File: config.mk
export PLATFORM = sky130hd
export DESIGN_NAME = sample_interval_timer
export DESIGN_NICKNAME = d
export VERILOG_FILES = /design/src/rtl/sit_pkg.sv /design/src/rtl/sit_shift_latch.sv /design/src/rtl/sit_edge_sync.sv /design/src/rtl/sit_down_counter.sv /design/src/rtl/sit_extension.sv /design/src/rtl/sample_interval_timer.sv
export SDC_FILE = /design/constraint.sdc
export NUM_CORES = 1
export LEC_CHECK = 0
export CELL_PAD_IN_SITES_DETAIL_PLACEMENT = 0
export CELL_PAD_IN_SITES_GLOBAL_PLACEMENT = 2
export CORE_MARGIN = 2
export CORE_UTILIZATION = 36
export CTS_CLUSTER_SIZE = 30
export DETAILED_ROUTE_END_ITERATION = 16
export PLACE_DENSITY_LB_ADDON = 0.3
export SETUP_SLACK_MARGIN = 0.02
export SLEW_MARGIN = 25
export SYNTH_ARGS = -nofsm -noshare
export SYNTH_HDL_FRONTEND = slang
export SYNTH_SLANG_ARGS = --single-unit
File: constraint.sdc
create_clock -name clk_i -period 2.6 [get_ports clk_i]
set_input_delay 0.52 -clock clk_i [delete_from_list [all_inputs] [get_ports clk_i]]
set_output_delay 0.52 -clock clk_i [all_outputs]
set_load 0.05 [all_outputs]
File: src/rtl/sit_pkg.sv
package sit_pkg;
  typedef enum logic {
    SRC_INT = 1'b0,
    SRC_EXT = 1'b1
  } clk_src_e;
endpackage

File: src/rtl/sit_shift_latch.sv
module sit_shift_latch #(
  parameter int W = 12
) (
  input  logic         clk_i,
  input  logic         rst_ni,
  input  logic         shift_i,
  input  logic         data_i,
  output logic [W-1:0] q_o
);
  logic [W-1:0] q_q;

  always_ff @(posedge clk_i or negedge rst_ni) begin
    if (!rst_ni)      q_q <= '0;
    else if (shift_i) q_q <= {q_q[W-2:0], data_i};
  end

  assign q_o = q_q;
endmodule

File: src/rtl/sit_edge_sync.sv
module sit_edge_sync #(
  parameter int STAGES = 2
) (
  input  logic clk_i,
  input  logic rst_ni,
  input  logic async_i,
  output logic rise_o
);
  localparam int N = STAGES + 1;

  logic [N-1:0] sh_q;

  always_ff @(posedge clk_i or negedge rst_ni) begin
    if (!rst_ni) sh_q <= '0;
    else         sh_q <= {sh_q[N-2:0], async_i};
  end

  // sh_q[STAGES-1] is the synchronized level, sh_q[STAGES] its previous value
  assign rise_o = sh_q[STAGES-1] & ~sh_q[STAGES];
endmodule

File: src/rtl/sit_down_counter.sv
module sit_down_counter #(
  parameter int W = 12
) (
  input  logic         clk_i,
  input  logic         rst_ni,
  input  logic         preset_i,
  input  logic         en_i,
  input  logic [W-1:0] reload_i,
  output logic [W-1:0] cnt_o,
  output logic         wrap_o
);
  logic [W-1:0] cnt_q;
  logic         at_zero;

  assign at_zero = (cnt_q == '0);
  assign wrap_o  = en_i & at_zero & ~preset_i;

  always_ff @(posedge clk_i or negedge rst_ni) begin
    if (!rst_ni)       cnt_q <= '0;
    else if (preset_i) cnt_q <= reload_i;
    else if (en_i)     cnt_q <= at_zero ? reload_i : cnt_q - 1'b1;
  end

  assign cnt_o = cnt_q;
endmodule

File: src/rtl/sit_extension.sv
module sit_extension #(
  parameter int W = 12
) (
  input  logic         clk_i,
  input  logic         rst_ni,
  input  logic         preset_i,
  input  logic         wrap_i,
  input  logic [W-1:0] ext_count_i,
  input  logic         run_i,
  input  logic         trig_en_i,
  output logic [W-1:0] rem_o,
  output logic         trig_o
);
  logic [W-1:0] rem_q;
  logic         trig_q;
  logic         done;

  assign done = wrap_i & (rem_q == '0);

  always_ff @(posedge clk_i or negedge rst_ni) begin
    if (!rst_ni)       rem_q <= '0;
    else if (preset_i) rem_q <= ext_count_i;
    else if (wrap_i)   rem_q <= done ? ext_count_i : rem_q - 1'b1;
  end

  always_ff @(posedge clk_i or negedge rst_ni) begin
    if (!rst_ni) trig_q <= 1'b0;
    else         trig_q <= done & run_i & trig_en_i;
  end

  assign rem_o  = rem_q;
  assign trig_o = trig_q;
endmodule

File: src/rtl/sample_interval_timer.sv
module sample_interval_timer #(
  parameter int CNT_W = 12,
  parameter int EXT_W = 12,
  parameter int SYNC_STAGES = 2
) (
  input  logic             clk_i,
  input  logic             rst_ni,
  input  logic             tick_i,
  input  logic             ser_data_i,
  input  logic             ser_shift_i,
  input  logic             preset_i,
  input  logic             src_sel_i,
  input  logic             ext_clk_i,
  input  logic [EXT_W-1:0] ext_count_i,
  input  logic             run_i,
  input  logic             trig_en_i,
  input  logic             irq_ack_i,
  output logic             trig_o,
  output logic             irq_o
);
  import sit_pkg::*;

  logic [CNT_W-1:0] latch_q;
  logic [CNT_W-1:0] cnt_q;
  logic [EXT_W-1:0] rem_q;
  logic             ext_rise;
  logic             cnt_en;
  logic             wrap;
  logic             irq_q;
  clk_src_e         src;

  assign src = clk_src_e'(src_sel_i);

  sit_shift_latch #(.W(CNT_W)) u_latch (
    .clk_i   (clk_i),
    .rst_ni  (rst_ni),
    .shift_i (ser_shift_i),
    .data_i  (ser_data_i),
    .q_o     (latch_q)
  );

  sit_edge_sync #(.STAGES(SYNC_STAGES)) u_sync (
    .clk_i   (clk_i),
    .rst_ni  (rst_ni),
    .async_i (ext_clk_i),
    .rise_o  (ext_rise)
  );

  always_comb begin
    unique case (src)
      SRC_EXT: cnt_en = ext_rise;
      default: cnt_en = tick_i;
    endcase
  end

  sit_down_counter #(.W(CNT_W)) u_cnt (
    .clk_i    (clk_i),
    .rst_ni   (rst_ni),
    .preset_i (preset_i),
    .en_i     (cnt_en),
    .reload_i (latch_q),
    .cnt_o    (cnt_q),
    .wrap_o   (wrap)
  );

  sit_extension #(.W(EXT_W)) u_ext (
    .clk_i       (clk_i),
    .rst_ni      (rst_ni),
    .preset_i    (preset_i),
    .wrap_i      (wrap),
    .ext_count_i (ext_count_i),
    .run_i       (run_i),
    .trig_en_i   (trig_en_i),
    .rem_o       (rem_q),
    .trig_o      (trig_o)
  );

  // set wins over acknowledge
  always_ff @(posedge clk_i or negedge rst_ni) begin
    if (!rst_ni)        irq_q <= 1'b0;
    else if (wrap)      irq_q <= 1'b1;
    else if (irq_ack_i) irq_q <= 1'b0;
  end

  assign irq_o = irq_q;
endmodule

==> results_dict.tcl <==
set metrics [dict create \
    cts.root.buffer_cell "clkbuf_8" \
    cts_tree "done" \
    vias_per_cell 5.54 \
    die_h_um 83.5 \
    gp_congestion 0.744 \
    ys_types 50 \
    required_ps 2740 \
    yosys_warnings 0 \
    peakVddDrop_mv 0.305 \
    fmax_mhz 444 \
    dpl.hpwl_um 3730 \
    finClkSkew_ps 5.96 \
    antenna_cells 0 \
    synth_flop_cell "dfrtp_1" \
    crit_path_cell_trace "inv_1 -> ha_1 -> nor4b_1 -> o2111a_2 -> a31oi_4 -> buf_12 -> mux2i_1 -> o21ai_1" \
    synth_area_mm2 0.00228 \
    io_buffers 24 \
    cts_hold_buffers 0 \
    grt_overflow 0 \
    drtIter0Drc 52 \
    num-nets-final 285 \
    start_util_pct 37.8 \
    vias 1844 \
    status "finished, final reports clean" \
    synthCells 230 \
    ctsResizeCount 0 \
    yosys-top-cells-count "41 x dfrtp_1, 24 x a21oi_1, 15 x nor2_1, 15 x o21ai_1, 14 x nand2_1" \
    fp-row-count 28 \
    crit_fanout 21 \
    clock-sinks 41 \
    switching_share_pct 32.9 \
    ioPinCount 25 \
    drv_cap 0 \
    finalHoldViolCount 0 \
    first_global_vias 1763 \
    numCtsBuffers 5 \
    dr.pass1.iters 4 \
    final_area_mm2 0.00272 \
    synth_edf_count 0 \
    pwr-share-seq_pct 49.9 \
    grt_use_total_pct 15.4 \
    rsz0062_at_grt "false" \
    combPwrFrac_pct 25.2 \
    grt_antenna_before_repair 0 \
    clock_path_buffers 2 \
    place_area_mm2 0.00261 \
    seq_area_frac_synth_pct 45.1 \
    dieArea_mm2 0.00697 \
    cts_setup_buffers 0 \
    cp-start-kind "flip-flop" \
    ys_seq_elements 41 \
    switching_power_w 0.000656 \
    totalWireLength_um 5190 \
    internal_power_w 0.00134 \
    cp_top_family "compound AO/OA/AOI/OAI gates" \
    avgSynthCellArea_um2 9.90 \
    slowest_delay_ps 510 \
    layout-drive-gt1-share_pct 15.5 \
    fin_tns_setup_ps 0 \
    max_slew_margin_pct 41.2 \
    worst_slew_pin_slew_ps 879 \
    hold_path_class "in2async" \
    fin_crit_sh_pct 86.7 \
    grt_pass1_wl_um 8710 \
    syn_nets 257 \
    finalSetupViolCount 0 \
    wl_per_cell_um 15.6 \
    synthArstFlopShare_pct 100 \
    arrival_ps 2400 \
    synthTopCellsByArea "dfrtp_1 45%, mux2_2 5.9%, a21oi_1 5.3%" \
    synth_top_area_cell "dfrtp_1" \
    die_w_um 83.5 \
    synth_top_area_share_pct 45.1 \
    min_period_ps 2250 \
    h-tree-depth 2 \
    critPathCaptureType "flip-flop" \
    grt_max_degree 22 \
    areaGrowthSynthToFinish_pct 19.3 \
    crit_buf_inv 2 \
    coreArea_mm2 0.00603 \
    path_class "reg2reg" \
    maxSlewViolCount 0 \
    clk_pin_slew_worst_paths_ps 80 \
    clk-insertion-delay-late_ps 290 \
    power.leakage_nw 1.09 \
    slowest_stage "nor4b_1" \
    synthMostInstantiatedCell "dfrtp_1" \
    clockPowerShare_pct 24.9 \
    p_per_area_mw_per_mm2 734 \
    ant_nets 0 \
    drc 0 \
]
==> power by group through the flow <==
stage / logic (W) / clock network [W] / registers, W
2_1_floorplan: 0.000399 / 0 / 0.000946
3_3_place_gp: 0.000504 / 0 / 0.00100
3_5_place_dp: 0.000506 / 0 / 0.00101
4_1_cts: 0.000508 / 0.000514 / 0.000994
5_1_grt: 0.000566 / 0.000544 / 0.00102
6_report: 0.000503 / 0.000496 / 0.000995
==> sequential cells by signal, summed over array words and instances, names as in the netlist <==
| register | flops |
|---|---|
| u_ext.rem_o | 12 |
| u_sync.sh_q | 3 |
| u_cnt.cnt_o | 12 |
| u_latch.q_o | 12 |
| irq_o | 1 |
| u_ext.trig_o | 1 |
==> cell usage in the layout (no fill, tap or decap), types with 2 or more instances in the layout <==
cell,Yosys,final
nand4b_1,2,2
a2bb2oi_1,7,7
dfrtp_1,41,41
clkdlybuf4s50_1,0,23
a21oi_1,24,24
clkbuf_8,0,5
nor3_2,4,4
nor2b_1,3,3
nor2_1,15,15
ha_1,4,4
nor3_1,8,8
mux2_2,12,12
nand2_1,14,14
mux2i_1,7,7
o21ai_1,15,15
o21ai_0,6,6
and3_2,2,2
o31ai_1,2,2
buf_4,0,8
inv_1,11,11
o22ai_1,2,2
a22oi_1,2,2
o211ai_1,2,2
nand4_1,3,3
nand3_1,8,8
==> metal layers <==
layer | share of wire (%) | routed length (um) | track usage, % | vias up
met5 | 0 | 0 | 0 | -
met4 | 1.2 | 63 | 5.13 | 0
met3 | 4.2 | 220 | 3.66 | 8
met2 | 44 | 2300 | 23.4 | 31
met1 | 50 | 2600 | 21.8 | 891
li1 | - | - | - | 914
==> stage by stage <==
stage	std cells	hold WS, ps	utilization (%)	total power, W	setup slack, ps
after floorplan	230	224	-	0.00134	804
after global placement	326	334	43.3	0.00151	150
after detailed placement	326	337	43.3	0.00151	155
after CTS	333	110	45.1	0.00202	409
after global routing	333	114	45.1	0.00213	238
final	333	111	45.1	0.00199	347
==> cells by family (layout without fill, tap and decap cells) <==
group | after synthesis | in the layout | synth area share [%]
compound gates | 74 | 74 | 21.6
simple gates | 69 | 69 | 17.1
flops | 41 | 41 | 45.1
buf+inv | 23 | 51 | 5.06
mux | 19 | 19 | 9.02
fa+ha+maj | 4 | 4 | 2.20
==> final timing paths <==
| check | startpoint | cells after the start | endpoint | slack, ps |
|---|---|---|---|---|
| max in group asynchronous | rst_ni | 2 | u_ext.rem_o[3] | 1960 |
| worst max-delay path | u_ext.rem_o[0] | 8 | u_ext.rem_o[0] | 350 |
| worst min register to register | u_sync.sh_q[0] | 0 | u_sync.sh_q[1] | 350 |
| worst max register to register | u_ext.rem_o[0] | 8 | u_ext.rem_o[0] | 350 |
| min in group clk_i | u_sync.sh_q[0] | 0 | u_sync.sh_q[1] | 350 |
| worst min-delay path | rst_ni | 1 | u_cnt.cnt_o[0] | 110 |
==> worst register-to-register path, cell delays in order (launching register included) <==
cell and delay, ps:
dfrtp_1 400, inv_1 110, ha_1 180, nor4b_1 510, o2111a_2 350, a31oi_4 100
buf_12 200, mux2i_1 160, o21ai_1 80
==> layout make-up <==
class / count / area, um2
Fill cell: 623 / 3310
Multi-Input combinational cell: 166 / 1130
Sequential cell: 41 / 1030
Timing Repair Buffer: 33 / 315
Tap cell: 75 / 93.8
Clock buffer: 5 / 68.8
Inverter: 11 / 41.3
Clock inverter: 2 / 35.0
Note: power is estimated with default switching activity, not from simulation.
